## config.mk

```make
export PLATFORM = sky130hd
export DESIGN_NAME = sar_conv_seq
export DESIGN_NICKNAME = d
export VERILOG_FILES = /design/src/rtl/sar_seq_pkg.sv /design/src/rtl/sar_pad_decode.sv /design/src/rtl/sar_seq_fsm.sv /design/src/rtl/sar_wb_reg.sv /design/src/rtl/sar_conv_seq.sv
export SDC_FILE = /design/constraint.sdc
export NUM_CORES = 1
export LEC_CHECK = 0
export BUFFER_PORTS_ARGS = -buffer_cell sky130_fd_sc_hd__buf_2
export CORE_ASPECT_RATIO = 0.5
export CORE_MARGIN = 2
export CORE_UTILIZATION = 42
export CTS_CLUSTER_SIZE = 8
export DETAILED_ROUTE_END_ITERATION = 8
export PLACE_DENSITY = 0.7
export SLEW_MARGIN = 20
export SYNTH_ARGS = -nofsm -noshare
export SYNTH_HDL_FRONTEND = slang
export SYNTH_HIERARCHICAL = 1
export SYNTH_SLANG_ARGS = --single-unit
```

## constraint.sdc

```tcl
create_clock -name clk -period 2.5 [get_ports clk]
set_input_delay 0.625 -clock clk [delete_from_list [all_inputs] [get_ports clk]]
set_output_delay 0.625 -clock clk [all_outputs]
set_load 0.05 [all_outputs]
```

## src/rtl/sar_seq_pkg.sv

```systemverilog
package sar_seq_pkg;

    typedef enum logic [2:0] {
        ST_IDLE,
        ST_OVH,
        ST_AMP1,
        ST_AMP2,
        ST_AMP3,
        ST_SAMP,
        ST_CONV,
        ST_FETCH
    } seq_state_e;

endpackage

```

## src/rtl/sar_pad_decode.sv

```systemverilog
module sar_pad_decode #(
    parameter int NPADS = 10,
    parameter int PAD_W = 4
) (
    input  logic [PAD_W-1:0] pad_op,
    output logic [NPADS-1:0] pad_hot,
    output logic             pad_ok
);

    // operand p selects line p-1; operand 0 and out-of-range match nothing
    for (genvar i = 0; i < NPADS; i++) begin : g_line
        assign pad_hot[i] = (pad_op == PAD_W'(i + 1));
    end

    assign pad_ok = |pad_hot;

endmodule

```

## src/rtl/sar_seq_fsm.sv

```systemverilog
module sar_seq_fsm
    import sar_seq_pkg::*;
#(
    parameter int WAIT_W    = 8,
    parameter int SMP_W     = 8,
    parameter int PAD_W     = 4,
    parameter int OVH_CYC   = 23,
    parameter int FETCH_CYC = 4
) (
    input  logic              clk,
    input  logic              rst_n,
    input  logic              cmd_valid,
    input  logic [1:0]        cmd_dst,
    input  logic              cmd_unit,
    input  logic [PAD_W-1:0]  cmd_pad,
    input  logic [WAIT_W-1:0] cfg_amp1,
    input  logic [WAIT_W-1:0] cfg_amp2,
    input  logic [WAIT_W-1:0] cfg_amp3,
    input  logic [SMP_W-1:0]  cfg_smp_cyc,
    input  logic [SMP_W-1:0]  cfg_bit_cyc,
    output logic              busy,
    output logic              exec_on,
    output logic              smp_on,
    output logic              conv_on,
    output logic              cap,
    output logic              done,
    output logic [1:0]        dst_q,
    output logic              unit_q,
    output logic [PAD_W-1:0]  pad_q
);

    localparam int CFG_W   = (WAIT_W > SMP_W) ? WAIT_W : SMP_W;
    localparam int OVH_W   = $clog2(OVH_CYC + 1);
    localparam int FET_W   = $clog2(FETCH_CYC + 1);
    localparam int FIX_W   = (OVH_W > FET_W) ? OVH_W : FET_W;
    localparam int CTR_W   = (CFG_W > FIX_W) ? CFG_W : FIX_W;

    seq_state_e        state_q, state_d, follow;
    logic [CTR_W-1:0]  cnt_q, cnt_d, follow_len;
    logic [WAIT_W-1:0] a1_q, a2_q, a3_q;
    logic [SMP_W-1:0]  smp_q, bits_q;
    logic              advance, accept;

    function automatic logic [CTR_W-1:0] amp_len(input logic [WAIT_W-1:0] w);
        return (w == '0) ? CTR_W'(1) : CTR_W'(w);
    endfunction

    assign accept  = (state_q == ST_IDLE) && cmd_valid;
    assign advance = (state_q == ST_IDLE) ? cmd_valid : (cnt_q == '0);

    // successor of the current state, skipping empty phases
    always_comb begin : follow_p
        unique case (state_q)
            ST_IDLE:  follow = ST_OVH;
            ST_OVH:   follow = ST_AMP1;
            ST_AMP1:  follow = ST_AMP2;
            ST_AMP2:  follow = ST_AMP3;
            ST_AMP3:  follow = (smp_q != '0)  ? ST_SAMP :
                               (bits_q != '0) ? ST_CONV : ST_FETCH;
            ST_SAMP:  follow = (bits_q != '0) ? ST_CONV : ST_FETCH;
            ST_CONV:  follow = ST_FETCH;
            ST_FETCH: follow = ST_IDLE;
            default:  follow = ST_IDLE;
        endcase
    end

    always_comb begin : len_p
        unique case (follow)
            ST_OVH:   follow_len = CTR_W'(OVH_CYC);
            ST_AMP1:  follow_len = amp_len(a1_q);
            ST_AMP2:  follow_len = amp_len(a2_q);
            ST_AMP3:  follow_len = amp_len(a3_q);
            ST_SAMP:  follow_len = CTR_W'(smp_q);
            ST_CONV:  follow_len = CTR_W'(bits_q);
            ST_FETCH: follow_len = CTR_W'(FETCH_CYC);
            default:  follow_len = CTR_W'(1);
        endcase
    end

    always_comb begin : next_p
        state_d = state_q;
        cnt_d   = cnt_q;
        if (advance) begin
            state_d = follow;
            cnt_d   = follow_len - 1'b1;
        end else begin
            cnt_d   = cnt_q - 1'b1;
        end
    end

    // state register
    always_ff @(posedge clk or negedge rst_n) begin : state_r
        if (!rst_n) begin
            state_q <= ST_IDLE;
            cnt_q   <= '0;
        end else begin
            state_q <= state_d;
            cnt_q   <= cnt_d;
        end
    end

    // operand and setting capture at acceptance only
    always_ff @(posedge clk or negedge rst_n) begin : latch_r
        if (!rst_n) begin
            dst_q  <= '0;
            unit_q <= 1'b0;
            pad_q  <= '0;
            a1_q   <= '0;
            a2_q   <= '0;
            a3_q   <= '0;
            smp_q  <= '0;
            bits_q <= '0;
        end else if (accept) begin
            dst_q  <= cmd_dst;
            unit_q <= cmd_unit;
            pad_q  <= cmd_pad;
            a1_q   <= cfg_amp1;
            a2_q   <= cfg_amp2;
            a3_q   <= cfg_amp3;
            smp_q  <= cfg_smp_cyc;
            bits_q <= cfg_bit_cyc;
        end
    end

    // outputs
    always_comb begin : out_p
        busy    = 1'b0;
        exec_on = 1'b0;
        smp_on  = 1'b0;
        conv_on = 1'b0;
        done    = 1'b0;
        unique case (state_q)
            ST_IDLE: ;
            ST_OVH, ST_AMP1, ST_AMP2, ST_AMP3: begin
                busy    = 1'b1;
                exec_on = 1'b1;
            end
            ST_SAMP: begin
                busy    = 1'b1;
                exec_on = 1'b1;
                smp_on  = 1'b1;
            end
            ST_CONV: begin
                busy    = 1'b1;
                exec_on = 1'b1;
                conv_on = 1'b1;
            end
            ST_FETCH: begin
                busy = 1'b1;
                done = (cnt_q == '0);
            end
            default: ;
        endcase
        cap = exec_on && advance && (follow == ST_FETCH);
    end


    busy_hold_chk: assert property (@(posedge clk) disable iff (!rst_n)
        (state_q != ST_IDLE) && cmd_valid |=>
            $stable(dst_q) && $stable(unit_q) && $stable(pad_q));


    done_pulse_chk: assert property (@(posedge clk) disable iff (!rst_n)
        done |=> !done && (state_q == ST_IDLE));


    samp_then_conv_chk: assert property (@(posedge clk) disable iff (!rst_n)
        $fell(smp_on) |-> (state_q == ST_CONV) || (state_q == ST_FETCH));

endmodule

```

## src/rtl/sar_wb_reg.sv

```systemverilog
module sar_wb_reg #(
    parameter int RES_W = 12
) (
    input  logic             clk,
    input  logic             rst_n,
    input  logic             cap,
    input  logic             legal,
    input  logic             unit,
    input  logic [1:0]       dst,
    input  logic [RES_W-1:0] res_a,
    input  logic [RES_W-1:0] res_b,
    output logic             wb_en,
    output logic [1:0]       wb_idx,
    output logic [RES_W-1:0] wb_data
);

    always_ff @(posedge clk or negedge rst_n) begin : wb_r
        if (!rst_n) begin
            wb_en   <= 1'b0;
            wb_idx  <= '0;
            wb_data <= '0;
        end else begin
            wb_en <= cap && legal;
            if (cap) begin
                wb_idx  <= dst;
                wb_data <= unit ? res_b : res_a;
            end
        end
    end


    wb_single_chk: assert property (@(posedge clk) disable iff (!rst_n)
        wb_en |=> !wb_en);

endmodule

```

## src/rtl/sar_conv_seq.sv

```systemverilog
module sar_conv_seq #(
    parameter int NPADS     = 10,
    parameter int PAD_W     = $clog2(NPADS + 1),
    parameter int WAIT_W    = 8,
    parameter int SMP_W     = 8,
    parameter int RES_W     = 12,
    parameter int OVH_CYC   = 23,
    parameter int FETCH_CYC = 4
) (
    input  logic              clk,
    input  logic              rst_n,
    input  logic              cmd_valid,
    input  logic [1:0]        cmd_dst,
    input  logic              cmd_unit,
    input  logic [PAD_W-1:0]  cmd_pad,
    input  logic [WAIT_W-1:0] cfg_amp1,
    input  logic [WAIT_W-1:0] cfg_amp2,
    input  logic [WAIT_W-1:0] cfg_amp3,
    input  logic [SMP_W-1:0]  cfg_smp_cyc,
    input  logic [SMP_W-1:0]  cfg_bit_cyc,
    input  logic [RES_W-1:0]  adc_res_a,
    input  logic [RES_W-1:0]  adc_res_b,
    output logic              busy,
    output logic [NPADS-1:0]  pad_en_a,
    output logic [NPADS-1:0]  pad_en_b,
    output logic              adc_sample,
    output logic              adc_convert,
    output logic              wb_en,
    output logic [1:0]        wb_idx,
    output logic [RES_W-1:0]  wb_data,
    output logic              done,
    output logic              pad_err
);

    logic             exec_on, cap, unit_q, pad_ok;
    logic [1:0]       dst_q;
    logic [PAD_W-1:0] pad_q;
    logic [NPADS-1:0] pad_hot;

    sar_seq_fsm #(
        .WAIT_W    (WAIT_W),
        .SMP_W     (SMP_W),
        .PAD_W     (PAD_W),
        .OVH_CYC   (OVH_CYC),
        .FETCH_CYC (FETCH_CYC)
    ) u_fsm (
        .clk         (clk),
        .rst_n       (rst_n),
        .cmd_valid   (cmd_valid),
        .cmd_dst     (cmd_dst),
        .cmd_unit    (cmd_unit),
        .cmd_pad     (cmd_pad),
        .cfg_amp1    (cfg_amp1),
        .cfg_amp2    (cfg_amp2),
        .cfg_amp3    (cfg_amp3),
        .cfg_smp_cyc (cfg_smp_cyc),
        .cfg_bit_cyc (cfg_bit_cyc),
        .busy        (busy),
        .exec_on     (exec_on),
        .smp_on      (adc_sample),
        .conv_on     (adc_convert),
        .cap         (cap),
        .done        (done),
        .dst_q       (dst_q),
        .unit_q      (unit_q),
        .pad_q       (pad_q)
    );

    sar_pad_decode #(
        .NPADS (NPADS),
        .PAD_W (PAD_W)
    ) u_dec (
        .pad_op  (pad_q),
        .pad_hot (pad_hot),
        .pad_ok  (pad_ok)
    );

    sar_wb_reg #(
        .RES_W (RES_W)
    ) u_wb (
        .clk     (clk),
        .rst_n   (rst_n),
        .cap     (cap),
        .legal   (pad_ok),
        .unit    (unit_q),
        .dst     (dst_q),
        .res_a   (adc_res_a),
        .res_b   (adc_res_b),
        .wb_en   (wb_en),
        .wb_idx  (wb_idx),
        .wb_data (wb_data)
    );

    assign pad_en_a = (exec_on && !unit_q) ? pad_hot : '0;
    assign pad_en_b = (exec_on &&  unit_q) ? pad_hot : '0;
    assign pad_err  = done && !pad_ok;


    pad_onehot_chk: assert property (@(posedge clk) disable iff (!rst_n)
        $onehot0({pad_en_b, pad_en_a}));


    bad_pad_quiet_chk: assert property (@(posedge clk) disable iff (!rst_n)
        busy && !pad_ok |-> (pad_en_a == '0) && (pad_en_b == '0) && !wb_en);


    idle_quiet_chk: assert property (@(posedge clk) disable iff (!rst_n)
        !busy |-> !wb_en && !adc_sample && !adc_convert && !done);

endmodule

```

## Word-level counts from Yosys, hierarchy flattened

Cells that the tools add are included.

| operators by class | value |
|---|---|
| $add $sub $neg | 2 |
| equality and inequality tests | 24 |
| mux-type cells | 17 |
| reductions and logical operators | 19 |

Operator list:

| kind | number |
|---|---|
| 8-bit one-hot mux with 7 select lines | 1 |
| 8-bit zero test | 4 |
| 8-bit 2-to-1 mux | 4 |
| 3-bit equality test, second input constant | 8 |
| 3-bit one-hot mux with 8 select lines | 1 |
| 10-bit 2-to-1 mux | 2 |
| 4-bit by 3-bit equality test with 1-bit output, second input constant | 4 |
| 8-bit nonzero test | 2 |
| 8-bit by 1-bit subtractor with 8-bit output, second input constant | 2 |
| 3-bit by 2-bit equality test with 1-bit output, second input constant | 4 |
| 4-bit equality test, second input constant | 3 |
| 12-bit 2-to-1 mux | 1 |
| 10-bit OR reduction | 1 |
| 4-bit by 2-bit equality test with 1-bit output, second input constant | 2 |
| 1-bit logical AND | 7 |
| 1-bit 2-to-1 mux | 7 |
| 7-bit OR reduction | 1 |
| 3-bit by 1-bit equality test with 1-bit output, second input constant | 2 |
| 6-bit OR reduction | 1 |
| 4-bit by 1-bit equality test with 1-bit output, second input constant | 1 |
| 3-bit zero test | 1 |
| 3-bit 2-to-1 mux | 1 |
| 1-bit zero test | 2 |

| storage, ports and cells | value |
|---|---|
| bits in registers | 73 |
| bits of input ports | 74 |
| output and inout bits | 40 |
| logic and storage cells | 75 |

## Depth between registers and ports, before layout

| depth | value |
|---|---|
| depth after elaboration | 8 |
| mapped depth | 16 |

## By module

The synthesis kept the hierarchy.

Modules (own cells, without submodules):

| module | instances | cells an instance | area an instance (µm²) |
|---|---|---|---|
| sar_seq_fsm | 1 | 364 | 3,095.5 |
| sar_wb_reg | 1 | 58 | 655.6 |
| sar_conv_seq | 1 | 25 | 185.2 |
| sar_pad_decode | 1 | 18 | 111.4 |

## Worst setup path after synthesis

Ideal clock, no wire load.

| timing | value |
|---|---|
| path kind | register -> output |
| from | register u_fsm.state_q[0] |
| to | output port pad_err |
| data arrival time | 2.380 ns |
| setup slack | -0.505 ns |
| stages on the path, launching flop included | 6 |
| cell sequence | dfrtp_1 > ha_1 > clkbuf_1 > nand2_1 > nor2_1 > nor2b_1 |

| between the ends | value |
|---|---|
| word-level cells in the longest chain between the ends | 3 |

RTL lines:

| what | line | RTL |
|---|---|---|
| start, declared | sar_seq_fsm.sv:38 | `seq_state_e state_q, state_d, follow;` |
| start signal, assigned | sar_seq_fsm.sv:97 | `state_q <= state_d;` |
| 3-bit equality test | sar_seq_fsm.sv:132 | `unique case (state_q)` |
| 1-bit 2-to-1 mux | sar_seq_fsm.sv:132 |  |
| via done | sar_conv_seq.sv:31 | `output logic done,` |
| 1-bit logical AND | sar_conv_seq.sv:96 | `assign pad_err = done && !pad_ok;` |
| end, declared | sar_conv_seq.sv:32 | `output logic pad_err` |

The timed path passes the listed nets, and every way through them passes these cells.

## Worst setup path after layout

| timing | value |
|---|---|
| from | register u_fsm.state_q[1] |
| to | output port pad_en_a[0] |

| between the ends | value |
|---|---|
| word-level cells in the longest chain between the ends | 5 |
| elaborated cells on any way between the ends | 10 |

RTL lines:

| what | line | RTL |
|---|---|---|
| 3-bit by 1-bit equality test with 1-bit output, or another cell as far along | sar_seq_fsm.sv:132 |  |
| 6-bit OR reduction (no line) * | n/a |  |
| 1-bit 2-to-1 mux * | sar_seq_fsm.sv:132 |  |
| via exec_on | sar_conv_seq.sv:35 | `logic exec_on, cap, unit_q, pad_ok;` |
| 1-bit logical AND * | sar_conv_seq.sv:94 | `assign pad_en_a = (exec_on && !unit_q) ? pad_hot : '0;` |
| 10-bit 2-to-1 mux * | sar_conv_seq.sv:94 |  |
| end, declared | sar_conv_seq.sv:24 | `output logic [NPADS-1:0] pad_en_a,` |

Mark *: on every way through the listed nets, which the timed path passes. The rest lies on a longest branch.

==> reports/metrics.cfg <==
[final_layout]
layout_commonest_cell=nand2_1
diodes=0
syn2layout_area_growth_pct=49.2
fill_cells=771
finalNonFillerCells=784
multiInputGateArea_um2=2290
layout-drive-gt1-share_pct=42.1
register_area_um2=1830
final_cell_mix=158 x nand2_1, 92 x buf_2, 72 x dfrtp_1
nets=723

[setup_path]
cp.required_ns=1.88
rr_worst_depth=12
critPathLaunchType=flop
r2r_end=u_fsm/cnt_q[7]
reg2reg_slack_ns=-0.20
critical_path_class=reg -> out
arrival_ns=2.15
crit_fanout=11
r2r-start=u_fsm/state_q[1]
critPathCaptureType=output port

[drt]
via_per_inst=5.02
vias=3937
drt-total-wl_um=12100
routedWlPerCell_um=15.4
drtPass1Iterations=5
drtIter0Drc=235
drtAntennaViolNets=0
drc=0

[logic_synthesis]
synth_largest_type_area_fraction_pct=45.1
ys_ff_latch=73
ys.flop_type=dfrtp_1
syn-num-nets=544
async_flop_share_pct=100
synth.area.top_cells=dfrtp_1 45%, nand2_1 15%, mux2i_1 5.2%, nor2_1 2.8%, a21oi_1 2.6%
synthCells=465
syn_area_um2=4050
yosys.area.top_type=dfrtp_1
seq_area_frac_synth_pct=45.1
yosysUniqueCellTypes=53
synth_edf_count=0
syn_area_per_cell_um2=8.70
yosysWarnings=6

[clock_tree]
cts_tree=built
cts_buffer_depth=2
cts-hold-fix-buffers=0
clock_latency_ns=0.34
numClockSinks=73
cts_root_buffer=clkbuf_16
clk_pin_slew_worst_paths_ns=0.06
numCtsBuffers=9
htree_levels=3

[die]
fp.dieH_um=73.4
dieArea_um2=10500
start_util_pct=43.0
core-area_um2=9420
die_w_um=143
num_io_pins=114
rows=25

[timing]
tightest_slew_ns=0.588
fin_crit_ns=2.77
setup_violations=28
setup_ws_ns=-0.273
rsz0062_at_grt=yes
drv_slew=0
fin_worst_skew_ns=0.00523
fin_tns_setup_ns=-5.51
hold_viol=0
fin_crit_sh_pct=111
slew_headroom_pct=60.8
fmaxAchievable_mhz=361

[flow_run]
max_cap_violations=0

[global_routing]
grtUsageTotal_pct=22.6
antenna_found_initial=0
grt_max_degree=54
overflow=0
grt_pass1_wl_um=18200
grt_pass1_vias=3587

[placed_design]
dp_cells=750
io_buffers=113
pre_cts_slack_ns=-0.162
gp_congestion=0.925
detailed_place_hpwl_um=8390

[power]
finalPower_mw=8.63
ir_drop_mv=0.676
p_per_area_nw_per_um2=1430
power_leakage_nw=3.11

[run_status]
violations=negative setup slack
status=complete, but fails checks

[hold_path]
min_path_type=in -> async

==> through the flow <==
stage	area (µm²)	hold WS, ns	util [%]
after floorplan	4090	0.329	-
after global placement	5170	0.453	54.9
after detailed placement	5170	0.480	54.9
after CTS	5760	0.301	61.2
after global routing	6040	0.324	64.1
final	6040	0.289	64.1
==> cell usage after synthesis, drive strengths merged (2+ instances only) <==
library cell  number
and3              11
ha                 5
nor4              11
nand3              7
nand3b             3
o211ai             9
dfrtp             73
a21o               3
mux2i             21
buf               14
and2               6
a21oi             21
o31a               2
nand2b             5
nor2              30
or3                3
a211o              2
nor2b              3
a31oi              3
o21ai              9
xnor2              3
nor3               9
nand4              2
and3b             11
nand2            159
inv                4
xor2               3
clkbuf            13
or4                2
mux2               7
==> sequential cells by signal, indices dropped and copies added, names as in the netlist <==
signal / flops
u_fsm/bits_q: 8
u_fsm/state_q: 3
u_fsm/dst_q: 2
u_fsm/cnt_q: 8
u_fsm/a1_q: 8
u_fsm/unit_q: 1
u_fsm/smp_q: 8
u_fsm/a2_q: 8
u_wb/wb_en: 1
u_fsm/a3_q: 8
u_wb/wb_data: 12
u_fsm/pad_q: 4
u_wb/wb_idx: 2
==> worst max-delay path, cell delays in order (launching register included) <==
cell,delay (ns)
dfrtp_1,0.43
inv_2,0.09
ha_4,0.18
and2_4,0.19
or3_4,0.40
buf_6,0.15
and3b_1,0.19
buf_6,0.15
==> per-layer routing <==
metal,wire [µm],part of all wire (%),up-vias,track usage [%]
met5,0,0,-,0
met4,74,0.61,0,5.39
met3,552,4.6,6,4.63
met2,5650,47,111,35.3
met1,5810,48,1875,32.5
li1,-,-,1945,-
==> worst max-delay path by stage <==
stage | from | endpoint | slack, ns | depth (start not counted)
floorplan | u_fsm/state_q[0] | u_fsm/cnt_q[6] | -0.1 | 16
global placement | u_fsm/state_q[1] | u_fsm/cnt_q[7] | -0.06 | 11
detailed placement | u_fsm/state_q[1] | u_fsm/cnt_q[7] | -0.16 | 11
CTS | u_fsm/state_q[0] | pad_en_a[5] | -0.23 | 7
global route | u_fsm/state_q[1] | pad_en_a[7] | -0.34 | 7
finish | u_fsm/state_q[1] | pad_en_a[0] | -0.27 | 7
==> what timing repair did <==
item	CTS	global route
resized for setup	60	46
pin swaps	6	13
cloned	0	3
setup endpoints to repair	40	42
setup buffers	9	7
==> cell type report <==
cell class                 count  share of cell area, %
sequential                    73                   30.3
clock buffer                   9                   3.73
tap                          135                   2.80
timing repair buffer         195                   23.4
multi-input combinational    361                   37.9
clock inverter                 7                   1.68
inverter                       4                  0.249
==> logic make-up (layout without fill, tap and decap cells) <==
logic type | Yosys count | in the layout | share of synthesized area (%)
fa+ha+maj | 5 | 5 | 1.55
xor+xnor | 6 | 6 | 1.30
buf+inv | 31 | 215 | 3.96
flops | 73 | 73 | 45.1
compound gates | 58 | 58 | 9.52
mux | 28 | 28 | 7.23
simple gates | 264 | 264 | 31.3
==> where the power goes <==
part / switching (mW) / internal, mW / leakage, nW
registers: 0.557 / 1.73 / 0.917
logic: 2.70 / 2.22 / 2.04
clock network: 0.538 / 0.886 / 0.158
total: 3.79 / 4.84 / 3.11
Power figures use the tool's default switching activity.
